`src/rtl/rsv_pkg.sv`:
```
package rsv_pkg;

    // Reset cause codes, visible on the rst_cause port
    typedef enum logic [1:0] {
        CAUSE_CLOCK  = 2'd0,
        CAUSE_POWER  = 2'd1,
        CAUSE_SUPPLY = 2'd2,
        CAUSE_PIN    = 2'd3
    } cause_e;

    // Synchronised view of the raw condition inputs
    typedef struct packed {
        logic pin_low;
        logic supply_low;
        logic clk_good;
        logic test;
    } cond_t;

    // Safe values held in the synchronisers during power-on reset
    localparam cond_t COND_SAFE = '{pin_low: 1'b0, supply_low: 1'b1,
                                    clk_good: 1'b0, test: 1'b0};

    // Priority among simultaneous causes: supply, then pin, then clock
    function automatic cause_e pick_cause(input cond_t c, input logic pin_req);
        if (c.supply_low)  return CAUSE_SUPPLY;
        else if (pin_req)  return CAUSE_PIN;
        else               return CAUSE_CLOCK;
    endfunction

endpackage

```
`src/rtl/rsv_sync.sv`:
```
module rsv_sync #(
    parameter int          W       = 1,
    parameter logic [W-1:0] RST_VAL = '0
) (
    input  logic         clk,
    input  logic         por_i,
    input  logic [W-1:0] d,
    output logic [W-1:0] q
);
    logic [W-1:0] stage1_q, stage2_q;

    always_ff @(posedge clk or posedge por_i) begin
        if (por_i) begin
            stage1_q <= RST_VAL;
            stage2_q <= RST_VAL;
        end else begin
            stage1_q <= d;
            stage2_q <= stage1_q;
        end
    end

    assign q = stage2_q;
endmodule

```
`src/rtl/rsv_debounce.sv`:
```
module rsv_debounce #(
    parameter int DEB_CYCLES = 8
) (
    input  logic clk,
    input  logic por_i,
    input  logic level_i,
    output logic level_o
);
    localparam int CW = $clog2(DEB_CYCLES + 1);
    localparam logic [CW-1:0] LAST = CW'(DEB_CYCLES - 1);

    logic [CW-1:0] cnt_q;
    logic          out_q;

    always_ff @(posedge clk or posedge por_i) begin
        if (por_i) begin
            cnt_q <= '0;
            out_q <= 1'b0;
        end else if (level_i == out_q) begin
            cnt_q <= '0;
        end else if (cnt_q == LAST) begin
            cnt_q <= '0;
            out_q <= level_i;
        end else begin
            cnt_q <= cnt_q + 1'b1;
        end
    end

    assign level_o = out_q;

    // the filtered level only moves after a full run of differing samples
    p_filter_run_r4: assert property (@(posedge clk) disable iff (por_i)
        (out_q != $past(out_q)) |-> ($past(cnt_q) == LAST))
        else $error("debounce output moved early");
endmodule

```
`src/rtl/rsv_stab_timer.sv`:
```
module rsv_stab_timer #(
    parameter int STAB_CYCLES = 1250000
) (
    input  logic clk,
    input  logic por_i,
    input  logic restart_i,
    input  logic run_i,
    output logic done_o
);
    localparam int SW = $clog2(STAB_CYCLES + 1);
    localparam logic [SW-1:0] LAST = SW'(STAB_CYCLES - 1);

    logic [SW-1:0] cnt_q;
    logic          done_q;

    always_ff @(posedge clk or posedge por_i) begin
        if (por_i) begin
            cnt_q  <= '0;
            done_q <= 1'b0;
        end else if (restart_i) begin
            cnt_q  <= '0;
            done_q <= 1'b0;
        end else if (run_i && !done_q) begin
            if (cnt_q == LAST) done_q <= 1'b1;
            else               cnt_q  <= cnt_q + 1'b1;
        end
    end

    assign done_o = done_q;

    // completion only after the full count
    p_done_after_count_r2: assert property (@(posedge clk) disable iff (por_i)
        $rose(done_q) |-> ($past(cnt_q) == LAST))
        else $error("stabilisation finished early");

    // a restart always clears completion
    p_restart_clears_r2: assert property (@(posedge clk) disable iff (por_i)
        restart_i |=> !done_q)
        else $error("restart did not clear");
endmodule

```
`src/rtl/rsv_reset_supervisor.sv`:
```
module rsv_reset_supervisor
    import rsv_pkg::*;
#(
    parameter int STAB_CYCLES = 1250000,
    parameter int DEB_CYCLES  = 8
) (
    input  logic       clk,
    input  logic       por_i,
    input  logic       ext_rst_n,
    input  logic       low_supply,
    input  logic       clk_ok,
    input  logic       test_mode,
    output logic       core_rst,
    output logic       io_oe_allow,
    output logic       addr_oe_allow,
    output logic       data_oe_allow,
    output logic [1:0] rst_cause
);
    localparam int CONDW = $bits(cond_t);

    cond_t raw_cond, cond_s;
    logic  pin_req, stab_done, release_ok;
    logic  ok_q, hiz_q, entry_run, entry_pwr;
    logic  [1:0] rel_chain_q;
    logic  [2:0] arm_q;
    cause_e cause_q;

    assign raw_cond = '{pin_low: ~ext_rst_n, supply_low: low_supply,
                        clk_good: clk_ok, test: test_mode};

    rsv_sync #(.W(CONDW), .RST_VAL(COND_SAFE)) u_sync (
        .clk(clk), .por_i(por_i), .d(raw_cond), .q(cond_s));

    rsv_debounce #(.DEB_CYCLES(DEB_CYCLES)) u_deb (
        .clk(clk), .por_i(por_i), .level_i(cond_s.pin_low), .level_o(pin_req));

    rsv_stab_timer #(.STAB_CYCLES(STAB_CYCLES)) u_stab (
        .clk(clk), .por_i(por_i), .restart_i(cond_s.supply_low),
        .run_i(cond_s.clk_good), .done_o(stab_done));

    assign release_ok = stab_done & cond_s.clk_good & ~cond_s.supply_low & ~pin_req;

    // Two-stage release chain, set asynchronously by power-on
    always_ff @(posedge clk or posedge por_i) begin
        if (por_i)           rel_chain_q <= 2'b11;
        else if (!release_ok) rel_chain_q <= 2'b11;
        else                 rel_chain_q <= {rel_chain_q[0], 1'b0};
    end
    assign core_rst = rel_chain_q[1];

    // Entry detection: release condition lost, or synchroniser filled after power-on
    always_ff @(posedge clk or posedge por_i) begin
        if (por_i) begin
            ok_q  <= 1'b0;
            arm_q <= 3'b111;
        end else begin
            ok_q  <= release_ok;
            arm_q <= {arm_q[1:0], 1'b0};
        end
    end
    assign entry_run = ok_q & ~release_ok;
    assign entry_pwr = arm_q[2] & ~arm_q[1];

    always_ff @(posedge clk or posedge por_i) begin
        if (por_i) begin
            hiz_q   <= 1'b0;
            cause_q <= CAUSE_POWER;
        end else begin
            if (entry_run || entry_pwr) hiz_q <= cond_s.test;
            if (entry_run) cause_q <= pick_cause(cond_s, pin_req);
        end
    end

    assign io_oe_allow   = ~hiz_q;
    assign addr_oe_allow = ~hiz_q;
    assign data_oe_allow = ~hiz_q;
    assign rst_cause     = cause_q;

    // a synchronised supply trip holds the core in reset next cycle
    p_supply_holds_r3: assert property (@(posedge clk) disable iff (por_i)
        cond_s.supply_low |=> core_rst)
        else $error("core left running under low supply");

    // an accepted pin request holds the core in reset
    p_pin_holds_r4: assert property (@(posedge clk) disable iff (por_i)
        pin_req |=> core_rst)
        else $error("core left running during pin reset");

    // release needs two edges of a good condition
    p_two_stage_release_r6: assert property (@(posedge clk) disable iff (por_i)
        $fell(core_rst) |-> ($past(release_ok) && $past(release_ok, 2)))
        else $error("release skipped a stage");

    // the bus permit changes only at reset entry
    p_hiz_latched_r7: assert property (@(posedge clk) disable iff (por_i)
        !(entry_run || entry_pwr) |=> $stable(hiz_q))
        else $error("bus permit moved outside entry");

    // a supply trip present at entry wins the cause code
    p_supply_priority_r8: assert property (@(posedge clk) disable iff (por_i)
        (entry_run && cond_s.supply_low) |=> (cause_q == CAUSE_SUPPLY))
        else $error("cause priority wrong");
endmodule

```
`config.mk`:
```
export PLATFORM = sky130hd
export DESIGN_NAME = rsv_reset_supervisor
export DESIGN_NICKNAME = d
export VERILOG_FILES = /design/src/rtl/rsv_pkg.sv /design/src/rtl/rsv_sync.sv /design/src/rtl/rsv_debounce.sv /design/src/rtl/rsv_stab_timer.sv /design/src/rtl/rsv_reset_supervisor.sv
export SDC_FILE = /design/constraint.sdc
export NUM_CORES = 1
export LEC_CHECK = 0
export ABC_AREA = 1
export BUFFER_PORTS_ARGS = -buffer_cell sky130_fd_sc_hd__buf_2
export CORE_ASPECT_RATIO = 0.6
export CORE_MARGIN = 1.5
export CORE_UTILIZATION = 30
export DETAILED_ROUTE_END_ITERATION = 8
export GPL_ROUTABILITY_DRIVEN = 0
export SLEW_MARGIN = 20
export SYNTH_ARGS = -nofsm -noshare
export SYNTH_HDL_FRONTEND = slang
export SYNTH_SLANG_ARGS = --single-unit
```
`constraint.sdc`:
```
create_clock -name clk -period 1.6 [get_ports clk]
set_clock_uncertainty 0.1 [all_clocks]
set_input_delay 0.32 -clock clk [delete_from_list [all_inputs] [get_ports clk]]
set_output_delay 0.32 -clock clk [all_outputs]
set_load 0.02 [all_outputs]
```
# == Word-level counts from Yosys, hierarchy flattened ==
# Cells that the tools add are included.
# op_classes
add_sub_neg,2
muxes,11
n_eq_ne,4
bitwise,12
n_reduce_logical,8
# ops
op,n
$mux W21,3
$add A21 B1 Y21 const B,1
$eq A21 B21 Y1 const B,1
$mux W4,2
$not A1 Y1,7
$mux W2,3
$reduce_and A2 Y1,3
$and A1 B1 Y1,5
$add A4 B1 Y4 const B,1
$eq A4 B3 Y1 const B,1
$reduce_bool A2 Y1,2
$mux W1,3
$ne A2 B2 Y1 const B,1
$eq A1 B1 Y1,1
$logic_and A1 B1 Y1,1
$logic_not A1 Y1,1
$logic_or A1 B1 Y1,1
# totals
inputBits,6
ff_bits,44

# == Logic depth before layout (Yosys ltp) ==
# depth
depth_word,6
depth_mapped,11

# == Cells and area by module ==
# Synthesis repeated with hierarchy kept, for this count alone.
# hier_totals
hier_cells,300
hier_area_um2,2302.2
# by_module_without_submodules
mod,cells_per_inst,area_each_um2,seq_area_each_um2,n_inst
rsv_stab_timer,230,1512.7,550.5,1
rsv_reset_supervisor,33,351.6,232.7,1
rsv_debounce,28,231.5,125.1,1
rsv_sync,9,206.4,202.7,1

# == Least setup slack after synthesis ==
# No wires, ideal clock.
# synth_path
path_kind,flip-flop to flip-flop
start,register u_stab.cnt_q[0]
end,register u_stab.cnt_q[13]
path_stages_with_launch,10
setup_time_ps,117
arrival_time_ps,1382
required_ps,1383
slack_ps,1
path_cell_list,dfrtp_1 > ha_1 > nand3_2 > nor2_2 > nand3_4 > nand2_4 > nand2_4 > buf_6 > nand2_1 > o21ai_2
# synth_between
elab_chain_len,4
word_cells_on_any_way,7
classes_between,add/sub: 1; eq/ne: 2; mux: 3; reduce/logical: 1
# synth_lines
element,line_no,source
from (decl),rsv_stab_timer.sv:13,logic [SW-1:0] cnt_q;
from (signal assigned),rsv_stab_timer.sv:25,else cnt_q <= cnt_q + 1'b1;
$add A21 B1 Y21,rsv_stab_timer.sv:25,
$mux W21,rsv_stab_timer.sv:24,if (cnt_q == LAST) done_q <= 1'b1;
$mux W21,rsv_stab_timer.sv:23,end else if (run_i && !done_q) begin
$mux W21,rsv_stab_timer.sv:20,end else if (restart_i) begin
# Several ways; a longest one is shown, not always the timed one. The select of a mux whose other input is x is not followed.
# A chain may end at the register's enable or synchronous reset.

# == Final worst setup path ==
# layout_path
start,register u_stab.cnt_q[4]
end,register u_stab.cnt_q[17]
# The elaborated chain is that of the path after synthesis.

==> flow_summary.ini <==
[outcome]
status = finished, final reports clean

[critical_path]
path_max_fanout = 4
rr_worst_depth = 8
r2r_end = u_stab.cnt_q[17]
crit_path_top_delay_cell = dfrtp_1
critPathCaptureType = flop
critPathLaunchType = flop
required_ns = 1.72
cp_slowest_stage_delay_ns = 0.43
cp_cell_sequence = nand2_2 > nor2_2 > nand3b_1 > nor2_2 > nand3_1 > nand2_1 > inv_1 > nor2_1
reg2reg_slack_ns = 0.0004
cpMostUsedCell = nor2_2
worst-setup-path-type = reg2reg
reg2reg_from = u_stab.cnt_q[4]
cp.arrival_ns = 1.72

[synthesis]
synth-compound-area-share = 0.0346
synthAdderAreaFrac = 0.0110
synth-seq-cells = 44
synthMuxAreaShare = 0
synth_top_cell_area_share = 0.395
avgSynthCellArea_sq_um = 8.03
synthArstFlopShare = 1.00
synthSimpleGateAreaFrac = 0.342
synth_top_area_cell = dfrtp_1
synth_top_family_by_area = simple AND/OR/NAND/NOR gates
synth_xor_area_frac = 0.0499
ys_seq_area_frac = 0.487
synth_edf_count = 0
syn_inst = 284
synth_fp_nets = 292
yosys_warnings = 0
synthTopCellsByArea = dfrtp_1 (39%), nand2_1 (15%), dfstp_2 (9.2%)
synthFlopType = dfrtp_1
synth.distinct_cells = 33
synth_area_sq_um = 2280

[min_path]
min_to = u_sync.stage1_q[2]
hp-start = low_supply
hold_class = in2reg
hold_depth = 1

[floorplan]
die_y_um = 70.5
fp.dieW_um = 116
io_pins = 12
rows = 24
die-area_sq_um = 8150
coreArea_sq_um = 7300
start_util = 0.313

[clocking]
cts_tree = yes
cts_max_level = 2
numCtsBuffers = 5
clock_latency_ns = 0.29
cts.clk_slew.worst_paths_ns = 0.06
root_buffer = clkbuf_16
numClockSinks = 44
cts_buffer_depth = 2

[power]
p_total_mw = 2.53
ir_worst_vdd_mv = 0.502
leakagePower_nw = 1.33
p_per_area_nw_per_um2 = 873

[cells_and_area]
nFillCells = 751
final_area_sq_um = 2890
synthToLayoutAreaGrowth_pct = 26.9
nets = 333
utilization = 0.397
stdcell_count = 430
antenna_cells_inserted = 0
drive_gt1_frac = 0.270

[global_route]
grt_pass1_vias = 1746
grt_pass1_wl_um = 8640
grt_max_degree = 24
overflow = 0
gr-usage-all-layers = 0.140
antenna_found_initial = 0

[sta]
setup_slack_ns = 0.000407
drv_slew = 0
fmax_ghz = 0.625
rsz0062_at_grt = true
min_period_ns = 1.60
finalCritPeriodShare = 1.00
setup-tns-final_ns = 0
hold_viol = 0
holdWs_ns = 0.0279
setup_viol = 0

[placement]
numPortBuffers = 11
place_area_sq_um = 2590
preCtsSetupSlack_ns = -0.127
dp_cells = 417
hpwlAfterDp_um = 3540

[detailed_routing]
via_per_inst = 4.40
vias = 1890
wl_per_cell_um = 12.4
drt_pre_antenna_iters = 4
routed_wl_um = 5330
dr.first_iter.drc_count = 128
ant_nets = 0
remaining_drc_errors = 0

[job]
maxCapViolations = 0
==> metal layers <==
metal  GRT usage  vias to the layer above  part of all wire
li1            -                      964                 -
met1       0.217                      888              0.55
met2       0.177                       32              0.38
met3      0.0488                        6             0.050
met4      0.0494                        0             0.015
met5           0                        -                 0
==> cells in the final DEF, fill, tap and decap left out, types with 5 or more instances in the layout <==
| cell type | synthesis | final |
|---|---|---|
| xor2_1 | 12 | 12 |
| nand2_1 | 91 | 89 |
| nor2_2 | 4 | 8 |
| dfstp_2 | 8 | 8 |
| nand3_1 | 20 | 18 |
| nand4_1 | 6 | 6 |
| clkbuf_16 | 0 | 5 |
| dfrtp_1 | 36 | 35 |
| buf_4 | 2 | 27 |
| nor2_1 | 45 | 37 |
| buf_2 | 1 | 11 |
| inv_1 | 22 | 20 |
==> repair_timing <==
action | 4_1_cts | 5_1_grt
setup buffers | 0 | 2
gates resized for setup | 5 | 21
setup endpoints to repair | 19 | 21
hold buffers | 1 | 0
endpoints found under the hold margin | 36 | 0
pin swaps | 3 | 9
gates cloned | 1 | 1
==> state kept, by name, indices dropped and copies added, names as in the netlist, 2 cells and up <==
register	count
rel_chain_q	2
u_sync.stage1_q	4
rst_cause	2
arm_q	3
u_deb.cnt_q	4
u_stab.cnt_q	21
u_sync.q	4
==> cells in the mapped netlist (3+ instances only) <==
| cell | n |
|---|---|
| dfrtp_1 | 36 |
| dfstp_2 | 8 |
| inv_1 | 22 |
| nand2_1 | 91 |
| nand3_1 | 20 |
| nand3b_1 | 3 |
| nand4_1 | 6 |
| nor2_1 | 45 |
| nor2_2 | 4 |
| o21ai_0 | 4 |
| o21ai_2 | 3 |
| xor2_1 | 12 |
==> where the power goes <==
group | leakage, nW | internal, mW | switching, mW
clock network | 0.0701 | 0.622 | 0.431
registers | 0.564 | 1.18 | 0.0501
logic | 0.694 | 0.0901 | 0.150
==> logic make-up (layout without fill, tap and decap cells) <==
group | count (synthesis) | in the layout
DFF | 44 | 44
adders and majority gates | 2 | 2
AOI/OAI and AO/OA | 12 | 12
xor gates and xnor gates | 13 | 13
other | 1 | 1
and+or+nand+nor | 178 | 180
buffers and inverters | 34 | 74
==> critical path: cells and delay by family (launching register included) <==
kind                   cells  cell delay [ns]
DFF                        1             0.43
buffers and inverters      1             0.04
and+or+nand+nor            7             0.97
==> how the worst max path moves through the flow <==
stage / startpoint / end / slack (ns) / cells after the start
6_report: u_stab.cnt_q[4] / u_stab.cnt_q[17] / 0.0004 / 8
5_1_grt: u_stab.cnt_q[4] / u_stab.cnt_q[17] / -0.08 / 8
4_1_cts: u_stab.cnt_q[0] / u_stab.cnt_q[2] / -0.008 / 9
3_5_place_dp: u_stab.cnt_q[0] / u_stab.cnt_q[2] / -0.13 / 9
3_3_place_gp: u_stab.cnt_q[0] / u_stab.cnt_q[2] / -0.07 / 9
2_1_floorplan: u_stab.cnt_q[0] / u_stab.cnt_q[13] / 0.0006 / 9
==> final cells by class <==
type	instances	area [sq um]	share of cell area
multi-input cells	208	1120	0.386
inverters	27	118	0.0406
clock inverters	1	7.51	0.00259
clock buffers	7	143	0.0493
well taps	104	130	0.0450
flip-flops and latches	44	1110	0.384
repair buffers	39	268	0.0925
No activity file was read; power rests on OpenSTA's default activity.
